===== src/rtl/pmu_pkg.sv =====
package pmu_pkg;
  localparam int REG_W    = 32;
  localparam int SEL_W    = 8;
  localparam int NUM_CNT  = 3;  // index 0,1 = event counters, 2 = cycle counter
  localparam int B_EN     = 0;
  localparam int B_ECLR   = 1;
  localparam int B_CCLR   = 2;
  localparam int B_DIV    = 3;
  localparam int B_IE     = 4;
  localparam int B_OV     = 8;
  localparam int B_SEL0   = 12;
  localparam int B_SEL1   = 20;
  localparam logic [SEL_W-1:0] SEL_OFF = 8'hFF;

  typedef enum logic [1:0] {
    A_CTRL = 2'd0,
    A_CYC  = 2'd1,
    A_EV0  = 2'd2,
    A_EV1  = 2'd3
  } reg_addr_e;
endpackage


===== src/rtl/pmu_counter.sv =====
module pmu_counter #(
  parameter int W = 32
) (
  input  logic         clk_i,
  input  logic         rst_ni,
  input  logic         load_i,
  input  logic [W-1:0] load_val_i,
  input  logic         clr_i,
  input  logic         inc_i,
  output logic [W-1:0] cnt_o,
  output logic         wrap_o
);
  logic [W-1:0] cnt_q;

  assign wrap_o = inc_i && !load_i && !clr_i && (&cnt_q);
  assign cnt_o  = cnt_q;

  always_ff @(posedge clk_i or negedge rst_ni) begin
    if (!rst_ni)     cnt_q <= '0;
    else if (load_i) cnt_q <= load_val_i;
    else if (clr_i)  cnt_q <= '0;
    else if (inc_i)  cnt_q <= cnt_q + 1'b1;
  end

  // a wrap leaves the counter at zero
  p_wrap_zero_r6: assert property (@(posedge clk_i) disable iff (!rst_ni)
    wrap_o |=> (cnt_q == '0));
  // preload value lands regardless of counting
  p_load_r11: assert property (@(posedge clk_i) disable iff (!rst_ni)
    load_i |=> (cnt_q == $past(load_val_i)));
endmodule


===== src/rtl/pmu_evt_sel.sv =====
module pmu_evt_sel #(
  parameter int NUM_EVT = 24,
  parameter int SEL_W   = 8
) (
  input  logic [SEL_W-1:0]   sel_i,
  input  logic [NUM_EVT-1:0] evt_i,
  output logic               hit_o
);
  always_comb begin
    hit_o = 1'b0;
    for (int i = 0; i < NUM_EVT; i++) begin
      if (sel_i == SEL_W'(i) && sel_i != {SEL_W{1'b1}}) hit_o = evt_i[i];
    end
  end
endmodule


===== src/rtl/pmu_ctrl.sv =====
module pmu_ctrl
  import pmu_pkg::*;
(
  input  logic                    clk_i,
  input  logic                    rst_ni,
  input  logic                    we_i,
  input  logic [REG_W-1:0]        wdata_i,
  input  logic [NUM_CNT-1:0]      wrap_i,
  output logic                    en_o,
  output logic                    div_o,
  output logic [NUM_CNT-1:0]      ie_o,
  output logic [NUM_CNT-1:0]      ov_o,
  output logic [1:0][SEL_W-1:0]   sel_o,
  output logic                    evt_clr_o,
  output logic                    cyc_clr_o,
  output logic [REG_W-1:0]        ctrl_o
);
  logic                  en_q, div_q;
  logic [NUM_CNT-1:0]    ie_q, ov_q, ov_clr;
  logic [1:0][SEL_W-1:0] sel_q;
  logic                  unused_wz;

  assign unused_wz = ^{wdata_i[7], wdata_i[11], wdata_i[31:28]};
  assign ov_clr    = we_i ? wdata_i[B_OV +: NUM_CNT] : '0;
  assign evt_clr_o = we_i & wdata_i[B_ECLR];
  assign cyc_clr_o = we_i & wdata_i[B_CCLR];

  always_ff @(posedge clk_i or negedge rst_ni) begin
    if (!rst_ni) begin
      en_q  <= 1'b0;
      div_q <= 1'b0;
      ie_q  <= '0;
      ov_q  <= '0;
      sel_q <= {SEL_OFF, SEL_OFF};
    end else begin
      if (we_i) begin
        en_q     <= wdata_i[B_EN];
        div_q    <= wdata_i[B_DIV];
        ie_q     <= wdata_i[B_IE +: NUM_CNT];
        sel_q[0] <= wdata_i[B_SEL0 +: SEL_W];
        sel_q[1] <= wdata_i[B_SEL1 +: SEL_W];
      end
      ov_q <= (ov_q & ~ov_clr) | wrap_i;  // set wins over clear
    end
  end

  assign en_o  = en_q;
  assign div_o = div_q;
  assign ie_o  = ie_q;
  assign ov_o  = ov_q;
  assign sel_o = sel_q;

  always_comb begin
    ctrl_o                      = '0;
    ctrl_o[B_EN]                = en_q;
    ctrl_o[B_DIV]               = div_q;
    ctrl_o[B_IE +: NUM_CNT]     = ie_q;
    ctrl_o[B_OV +: NUM_CNT]     = ov_q;
    ctrl_o[B_SEL0 +: SEL_W]     = sel_q[0];
    ctrl_o[B_SEL1 +: SEL_W]     = sel_q[1];
  end

  // flags are sticky without a write
  p_sticky_r6: assert property (@(posedge clk_i) disable iff (!rst_ni)
    !we_i |=> ((ov_q & $past(ov_q)) == $past(ov_q)));
  // a wrap always leaves its flag set, even against a clear
  p_set_wins_r7: assert property (@(posedge clk_i) disable iff (!rst_ni)
    (|wrap_i) |=> ((ov_q & $past(wrap_i)) == $past(wrap_i)));
endmodule


===== src/rtl/evt_pmu.sv =====
module evt_pmu
  import pmu_pkg::*;
#(
  parameter int NUM_EVT  = 24,
  parameter int CNT_W    = 32,
  parameter int DIV_LOG2 = 6
) (
  input  logic               clk_i,
  input  logic               rst_ni,
  input  logic               reg_we_i,
  input  logic [1:0]         reg_addr_i,
  input  logic [REG_W-1:0]   reg_wdata_i,
  output logic [REG_W-1:0]   reg_rdata_o,
  input  logic [NUM_EVT-1:0] evt_i,
  output logic               irq_o
);
  logic                       en, div, evt_clr, cyc_clr, ctrl_we, tick;
  logic [NUM_CNT-1:0]         ie, ov, wrap, inc, load, clr;
  logic [1:0][SEL_W-1:0]      sel;
  logic [1:0]                 hit;
  logic [NUM_CNT-1:0][CNT_W-1:0] cnt;
  logic [REG_W-1:0]           ctrl_rd;
  logic [DIV_LOG2-1:0]        pre_q;

  assign ctrl_we = reg_we_i && (reg_addr_i == A_CTRL);

  pmu_ctrl u_ctrl (
    .clk_i, .rst_ni,
    .we_i(ctrl_we), .wdata_i(reg_wdata_i), .wrap_i(wrap),
    .en_o(en), .div_o(div), .ie_o(ie), .ov_o(ov), .sel_o(sel),
    .evt_clr_o(evt_clr), .cyc_clr_o(cyc_clr), .ctrl_o(ctrl_rd)
  );

  always_ff @(posedge clk_i or negedge rst_ni) begin
    if (!rst_ni)         pre_q <= '0;
    else if (cyc_clr)    pre_q <= '0;
    else if (en && div)  pre_q <= pre_q + 1'b1;
  end
  assign tick = !div || (&pre_q);

  for (genvar e = 0; e < 2; e++) begin : g_sel
    pmu_evt_sel #(.NUM_EVT(NUM_EVT), .SEL_W(SEL_W)) u_sel (
      .sel_i(sel[e]), .evt_i(evt_i), .hit_o(hit[e])
    );
  end

  for (genvar g = 0; g < NUM_CNT; g++) begin : g_cnt
    localparam logic [1:0] MY_ADDR = (g == 0) ? A_EV0 : (g == 1) ? A_EV1 : A_CYC;
    if (g < 2) begin : g_evt
      assign inc[g] = en && hit[g];
      assign clr[g] = evt_clr;
    end else begin : g_cyc
      assign inc[g] = en && tick;
      assign clr[g] = cyc_clr;
    end
    assign load[g] = reg_we_i && (reg_addr_i == MY_ADDR);
    pmu_counter #(.W(CNT_W)) u_cnt (
      .clk_i, .rst_ni,
      .load_i(load[g]), .load_val_i(reg_wdata_i[CNT_W-1:0]),
      .clr_i(clr[g]), .inc_i(inc[g]),
      .cnt_o(cnt[g]), .wrap_o(wrap[g])
    );
  end

  always_comb begin
    unique case (reg_addr_i)
      A_CTRL:  reg_rdata_o = ctrl_rd;
      A_CYC:   reg_rdata_o = REG_W'(cnt[2]);
      A_EV0:   reg_rdata_o = REG_W'(cnt[0]);
      default: reg_rdata_o = REG_W'(cnt[1]);
    endcase
  end

  assign irq_o = |(ov & ie);

  // disabled and untouched counters hold
  p_gate_off_r1: assert property (@(posedge clk_i) disable iff (!rst_ni)
    (!en && !reg_we_i) |=> $stable(cnt));
  // divided cycle counter holds between ticks
  p_div_hold_r4: assert property (@(posedge clk_i) disable iff (!rst_ni)
    (en && div && !(&pre_q) && !reg_we_i) |=> $stable(cnt[2]));
  // an enabled wrap raises the interrupt next cycle
  p_irq_raise_r9: assert property (@(posedge clk_i) disable iff (!rst_ni)
    ((|(wrap & ie)) && !reg_we_i) |=> irq_o);
  // unused selector never counts
  p_unused_r10: assert property (@(posedge clk_i) disable iff (!rst_ni)
    ((sel[0] == SEL_OFF) && !reg_we_i) |=> $stable(cnt[0]));
endmodule


===== config.mk =====
export PLATFORM = sky130hd
export DESIGN_NAME = evt_pmu
export DESIGN_NICKNAME = d
export VERILOG_FILES = /design/src/rtl/pmu_pkg.sv /design/src/rtl/pmu_counter.sv /design/src/rtl/pmu_evt_sel.sv /design/src/rtl/pmu_ctrl.sv /design/src/rtl/evt_pmu.sv
export SDC_FILE = /design/constraint.sdc
export NUM_CORES = 1
export LEC_CHECK = 0
export ABC_AREA = 1
export CORE_UTILIZATION = 29
export DETAILED_ROUTE_END_ITERATION = 8
export SLEW_MARGIN = 10
export SYNTH_ARGS = -nofsm -noshare
export SYNTH_HDL_FRONTEND = slang
export SYNTH_HIERARCHICAL = 1
export SYNTH_SLANG_ARGS = --single-unit

===== constraint.sdc =====
create_clock -name clk_i -period 7.4 [get_ports clk_i]
set_input_delay 1.11 -clock clk_i [delete_from_list [all_inputs] [get_ports clk_i]]
set_output_delay 1.11 -clock clk_i [all_outputs]
set_load 0.01 [all_outputs]

* Word-level counts from Yosys, hierarchy flattened
Cells that the tools add are included.
** Word-level totals
- Logic and storage cells :: 216
- Output and inout port bits :: 33
- Register bits :: 126
- Input port bits :: 61
** Cells by class
- $add $sub $neg :: 4
- Bitwise gates (word level) :: 6
- Reduce and logical (&&, ||, !) cells :: 84
- Mux-type cells :: 61
- Eq/ne operators :: 51
** Operators with widths (count)
- $mux 32 :: 9
- $eq 8x4->1 const B :: 16
- $eq 8x5->1 const B :: 16
- $add 32x1->32 const B :: 3
- $pmux 32 s3 :: 1
- $reduce_and 32->1 :: 3
- $logic_and 1x1->1 :: 65
- $eq 8x3->1 const B :: 8
- $mux 1 :: 48
- $eq 8x2->1 const B :: 4
- $eq 8x1->1 const B :: 2
- $logic_not 8->1 :: 2
- $ne 8x8->1 const B :: 2
- $mux 6 :: 2
- $reduce_bool 3->1 :: 3
- $add 6x1->6 const B :: 1
- $and 3x3->3 :: 2
- $logic_not 1->1 :: 6
- $reduce_and 6->1 :: 1
- $eq 2x2->1 const B :: 2
- $mux 3 :: 1
- $not 3->3 :: 1
- $or 3x3->3 :: 1
- $reduce_or 3->1 :: 1
- 5 further kinds :: 6

* Longest topological paths before layout
Gate-level depths: netlist of the first run.
- Word-level depth :: 31
- Mapped depth :: 29
- Depth with buffers taken out :: 28

* Modules after synthesis
The synthesis of the first run kept the hierarchy.
** By module, submodules not included
- pmu_counter :: cells each 365, area each 2391.0 µm², times used 3
- pmu_ctrl :: cells each 141, area each 1275.0 µm², times used 1
- evt_pmu :: cells each 236, area each 1163.6 µm², times used 1
- pmu_evt_sel :: cells each 89, area each 417.9 µm², times used 2

* Least setup slack after synthesis of the first run
OpenSTA, ideal clock, no wires.
- Path type :: input -> register
- Start :: input port evt_i[0]
- End :: register g_cnt[1].u_cnt.cnt_q[9]
- Arrival :: 2.753 ns
- Data required time :: 7.273 ns
- Path slack :: 4.521 ns
- Stages :: 25
- Path through :: nand3_1 > nand2_1 > nor2_1 > nand2_1 > nand2_1 > nand2_1 > nand2_1 > nand2_1 > nand2_1 > nand3_1 > nand2_1 > nand4_1 > nand2_1 > nand3_1 > nand2_1 > nand3_1 > nand2_1 > nand4_2 > nand2_1 > inv_1 > nor2_4 > inv_2 > buf_2 > nor2_1 > a21oi_1
** On the way
- Word-level cells in the longest chain between the ends :: 26
** RTL lines
- from (decl) :: line evt_pmu.sv:14 : input logic [NUM_EVT-1:0] evt_i,
- $mux 1 (24 in a row) :: line pmu_evt_sel.sv:12 : if (sel_i == SEL_W'(i) && sel_i != {SEL_W{1'b1}}) hit_o = evt_i[i];
- via hit[1] :: line evt_pmu.sv:20 : logic [1:0] hit;
- $logic_and 1x1->1 :: line evt_pmu.sv:50 : assign inc[g] = en && hit[g];
- via inc[1] :: line evt_pmu.sv:18 : logic [NUM_CNT-1:0] ie, ov, wrap, inc, load, clr;
- $reduce_bool 3->1 (no source line)
- to (signal assigned) :: line pmu_counter.sv:20 : else if (load_i) cnt_q <= load_val_i;
- to (signal assigned) :: line pmu_counter.sv:22 : else if (inc_i) cnt_q <= cnt_q + 1'b1;
- to (decl) :: line pmu_counter.sv:13 : logic [W-1:0] cnt_q;
The timed path passes the listed nets, and every way through them passes these cells.
A chain may end at the register's enable or synchronous reset.

* Worst setup path after layout of the first run
- Start :: input port reg_addr_i[1]
- End :: output port reg_rdata_o[19]
** On the way
- Word-level cells in the longest chain between the ends :: 2
** RTL lines
- from (decl) :: line evt_pmu.sv:11 : input logic [1:0] reg_addr_i,
- $eq 2x2->1 (tied with other cells) :: line evt_pmu.sv:66 : unique case (reg_addr_i)
- $pmux 32 s3 * :: line evt_pmu.sv:66
- to (decl) :: line evt_pmu.sv:13 : output logic [REG_W-1:0] reg_rdata_o,
Every way passes the cells marked *; elsewhere a longest branch is shown, timed or not.

==> impl_metrics.yaml, run 1 <==
worst_setup_path:
  critPathKind: "in2out"
  start_kind: "input port"
  crit_fanout: 23
  endpoint: "reg_rdata_o[19]"
  crit_required_ns: 6.29
  arrival_ns: 3.55
  r2r_start: "u_ctrl/ctrl_o[21]"
  r2r_end: "g_cnt[1].u_cnt/cnt_o[1]"
  r2r_cells: 22
  reg2reg_slack_ns: 3.28
  crit_start: "reg_addr_i[1]"
  crit_path_end_kind: "output pin"
timing:
  hold_slack_ns: 0.490
  hold_violations: 0
  drv_slew: 0
  finalClockSkew_ns: 0.0109
  fin_tns_setup_ns: 0
  rsz0062_at_grt: "no"
  fin_crit_sh: 0.630
  setup_violations: 0
  period_minus_slack_ns: 4.66
  fmax_mhz: 215
  relSlewSlack: 0.329
  worst_pin_slew_ns: 1.01
floorplanning:
  ios: 94
  die_y_um: 192
  coreArea_mm2: 0.0355
  row_count: 69
  start_util: 0.294
  die_w_um: 192
  die-area_mm2: 0.0368
pwr:
  power.density_mw_per_mm2: 303
  leakage_nw: 5.48
  ir_worst_vdd_mv: 0.128
cells_and_area:
  seqCellArea_mm2: 0.00317
  area_growth_pct: 15.8
  final_cells: 2169
  fill_cells: 3828
  postLayoutCoreUtil: 0.341
  multi_input_area_mm2: 0.00610
  fin_nets: 1759
  drive_gt1_frac: 0.103
  final_cell_area_mm2: 0.0121
run:
  maxCapViolations: 0
grt:
  globalRoute.totalOverflow: 0
  grt_pass1_wl_mm: 61.5
  grt_max_degree: 75
  grt_pass1_vias: 10500
  antenna_found_initial: 0
  grtUsageTotal: 0.221
logic_synthesis:
  synthTopCellsByArea: "dfrtp_1, nand2_1, a21oi_1"
  yosysSeqAreaShare: 0.304
  synth.most_common_cell: "nand2_1"
  avgSynthCellArea_um2: 6.33
  yosysWarnings: 6
  yosys_most_used_dff: "dfrtp_1"
  ys_seq_elements: 126
  synth_top_area_frac: 0.263
  yosysTopAreaCell: "dfrtp_1"
  synthCells: 1650
  yosysUniqueCellTypes: 38
  synth-edff-count: 0
  synth_async_sr_flop_share: 1.00
  synth_commonest_cells: "nand2_1, nor2_1, a21oi_1, inv_1, nand3_1"
  synth_area_mm2: 0.0104
cts:
  htreeDepth: 4
  numCtsBuffers: 17
  clkTransAtPathRegs_ns: 0.06
  cts_resized: 0
  clockBufferDepth: 2
  cts_tree: "built"
  cts-root-buf: "clkbuf_16"
  cts_setup_buffers: 0
  clk_latency_ns: 0.43
  ctsHoldBuffers: 0
  cts_num_sinks: 126
route:
  drc: 0
  drtAntennaViolNets: 0
  dr.pass1.iters: 5
  routed_wl_mm: 40.1
  wl_per_cell_um: 18.5
  drtIter0Drc: 999
  via_per_inst: 5.17
  vias: 11200
placed_design:
  routabilityCongestion: 0.969
  port_buffers: 93
  hpwl_mm: 30.6
  dp_cells: 2136
  placed_area_mm2: 0.0115
status:
  outcome: "completed"
min_path:
  min_path_type: "reg2reg"
==> area by class of cell <==
cell class,instances,area share
antenna,1,0.000207
clock buffer,18,0.0355
clock inverter,14,0.0111
inverter,180,0.0559
multi-input combinational,1266,0.504
sequential,126,0.262
tap,461,0.0477
timing repair buffer,103,0.0833
==> worst min path at each step <==
stage	endpoint	from	cells after the start
after global routing	u_ctrl/ctrl_o[18]	u_ctrl/ctrl_o[18]	2
after floorplan	u_ctrl/ctrl_o[12]	u_ctrl/ctrl_o[12]	2
after CTS	u_ctrl/ctrl_o[19]	u_ctrl/ctrl_o[19]	2
final	u_ctrl/ctrl_o[19]	u_ctrl/ctrl_o[19]	2
after detailed placement	u_ctrl/ctrl_o[19]	u_ctrl/ctrl_o[19]	2
after global placement	u_ctrl/ctrl_o[18]	u_ctrl/ctrl_o[18]	2
==> metal layers <==
layer	vias to the layer above	global-route usage	wire (um)
met5	-	0	0
met4	0	0.0736	1170
met3	68	0.0340	3150
met2	484	0.353	18000
met1	5238	0.303	17800
li1	5420	-	-
==> metrics by stage <==
step,power (mW),setup WS [ns]
2_1_floorplan,2.28,4.52
3_3_place_gp,2.79,2.72
3_5_place_dp,2.82,2.74
4_1_cts,3.65,2.73
5_1_grt,3.94,2.58
6_report,3.66,2.74
==> placed cells by master, fill, tap and decap left out, types with 4 or more instances in the layout <==
cell,Yosys,layout
inv_1,159,159
nor2_4,34,34
o21ai_1,20,20
a21oi_1,159,159
nor3_1,19,16
ha_1,4,4
or2_2,7,7
a22oi_1,21,21
clkbuf_16,0,17
clkdlybuf4s50_1,0,92
o21ai_2,10,10
clkinv_4,0,5
conb_1,1,8
inv_2,18,18
o211ai_1,12,12
dfstp_2,16,16
o21bai_1,6,6
o21ai_0,38,38
nand4_1,52,52
nand3_1,138,138
buf_4,43,10
nor2_2,11,13
nor2_1,205,203
nand2_2,20,20
dfrtp_1,110,110
nand2_1,480,480
==> kinds of logic (layout without fill, tap and decap cells) <==
family          Yosys count  in the layout  share of synthesized area
simple gates            983            983                      0.429
compound gates          271            271                      0.144
buf+inv                 265            315                      0.117
flops                   126            126                      0.304
fa+ha+maj                 4              4                    0.00479
other cells               1              9                   0.000359
==> where the power goes <==
| part | internal, mW | switching, mW |
|---|---|---|
| combinational | 0.549 | 0.919 |
| clock | 0.468 | 0.355 |
| sequential | 0.949 | 0.421 |
| total | 1.97 | 1.70 |
==> worst max-delay path, stage by stage <==
cell	delay, ns
clkdlybuf4s50_1	0.57
nor2_2	0.85
buf_4	0.32
nand2_1	0.07
nand4_1	0.09
clkdlybuf4s50_1	0.54
==> sequential cells by signal (all words and copies together) (netlist names) <==
register / cells
u_ctrl/ie_o: 3
g_cnt.u_cnt/cnt_o: 96
u_ctrl/ctrl_o: 16
pre_q: 6
u_ctrl/ov_o: 3
u_ctrl/div_o: 1
u_ctrl/en_o: 1
No activity file was read; power rests on OpenSTA's default activity.
==> run 2: changes to the inputs <==
- clock period: 7.4 -> 4 ns (I/O delays scaled with it)
==> impl_metrics.yaml, run 2 (synthesis gave the netlist of run 1 again) <==
grt:
  grt_pass1_wl_mm: 62.7
  antenna_found_initial: 0
  grt_pass1_vias: 10600
  grtUsageTotal: 0.227
  grt_max_degree: 86
  globalRoute.totalOverflow: 0
cts:
  cts_tree: "built"
  cts_num_sinks: 126
  cts-root-buf: "clkbuf_16"
  clockBufferDepth: 2
  htreeDepth: 4
  cts_resized: 0
  numCtsBuffers: 17
  clk_latency_ns: 0.42
  cts_setup_buffers: 0
  clkTransAtPathRegs_ns: 0.07
  ctsHoldBuffers: 0
cells_and_area:
  mostFrequentLayoutCell: "nand2_1"
  largest_register_ffs: 96
  fill_cells: 3843
  antennaDiodeCount: 0
  area_growth_pct: 16.7
  fin_nets: 1769
  final_cell_area_mm2: 0.0122
  most-common-layout-cells: "nand2_1, nor2_1, inv_1, a21oi_1, nand3_1"
  drive_gt1_frac: 0.108
timing:
  rsz0062_at_grt: "no"
  fin_crit_sh: 0.865
  finalClockSkew_ns: 0.00949
  hold_violations: 0
  setup_violations: 0
  worst_pin_slew_ns: 0.923
  drv_slew: 0
  period_minus_slack_ns: 3.46
  fin_tns_setup_ns: 0
  fmax_mhz: 289
  relSlewSlack: 0.383
worst_setup_path:
  slowest_stage: "clkdlybuf4s50_1"
  path_delay_family: "buffers and inverters"
  start_kind: "input port"
  cp_num_buf_inv: 4
  arrival_ns: 2.86
  crit_chain: "clkdlybuf4s50_1 -> nand2_1 -> inv_2 -> buf_12 -> nand2_1 -> nand4_1 -> clkdlybuf4s50_1"
  crit_fanout: 21
  crit_path_end_kind: "output pin"
  crit_required_ns: 3.40
  critPathMaxStageDelay_ns: 0.68
  reg2reg_slack_ns: 0.63
  critPathKind: "in2out"
placed_design:
  hpwl_mm: 31.4
  port_buffers: 93
  routabilityCongestion: 0.961
  placed_area_mm2: 0.0116
route:
  drc: 0
  vias: 11300
  drtAntennaViolNets: 0
  routed_wl_mm: 41.2
  drtIter0Drc: 1004
  via_per_inst: 5.20
  wl_per_cell_um: 18.9
  dr.pass1.iters: 7
floorplanning:
  die_w_um: 192
  start_util: 0.294
  coreArea_mm2: 0.0355
  die_y_um: 192
  row_count: 69
  die-area_mm2: 0.0368
  ios: 94
pwr:
  leakage_nw: 5.53
  power.density_mw_per_mm2: 560
  ir_worst_vdd_mv: 0.268
  fin_total_pwr_mw: 6.83
run:
  maxCapViolations: 0
min_path:
  min_path_type: "in2async"
status:
  outcome: "completed"
run 2: cell count changes in the layout (fill, tap and decap cells not counted), sizes merged:
cell and change:
diode -1, buf +10
run 2: final cells by class:
type	instances	area (um^2)	area share
sequential	126	3170	0.260
tap	461	577	0.0473
inverter	180	676	0.0554
clock inverter	14	134	0.0110
timing repair buffer	113	1110	0.0908
clock buffer	18	429	0.0352
multi-input combinational	1266	6100	0.500
run 2: metrics by stage:
stage	std cells	hold WS (ns)	worst slack, ns	util
final	2178	0.241	0.542	0.344
after global routing	2178	0.306	0.274	0.344
after CTS	2178	0.293	0.547	0.344
after detailed placement	2146	0.464	0.508	0.328
after global placement	2146	0.461	0.472	0.328
after floorplan	1657	0.304	1.40	-
run 2: per-layer routing:
layer,track usage,share of wire,vias up
met5,0.0137,0.0014,-
met4,0.0723,0.025,2
met3,0.0464,0.096,56
met2,0.356,0.45,518
met1,0.308,0.43,5326
li1,-,-,5434
run 2: worst paths after layout:
kind / start / endpoint / cells after the start
min in group clk_i: u_ctrl/ctrl_o[26] / u_ctrl/ctrl_o[26] / 2
worst min-delay path: rst_ni / g_cnt[1].u_cnt/cnt_o[21] / 1
worst max-delay path: reg_addr_i[0] / reg_rdata_o[14] / 7
worst max register to register: u_ctrl/ctrl_o[22] / g_cnt[1].u_cnt/cnt_o[1] / 24
worst min register to register: u_ctrl/ctrl_o[26] / u_ctrl/ctrl_o[26] / 2
max in group asynchronous: rst_ni / u_ctrl/ctrl_o[27] / 2
run 2: power by group:
group	leakage (nW)	total, mW	switching, mW	internal (mW)
registers	1.42	2.56	0.805	1.76
logic	3.83	2.74	1.71	1.03
clock network	0.277	1.53	0.659	0.866
total	5.53	6.83	3.18	3.65
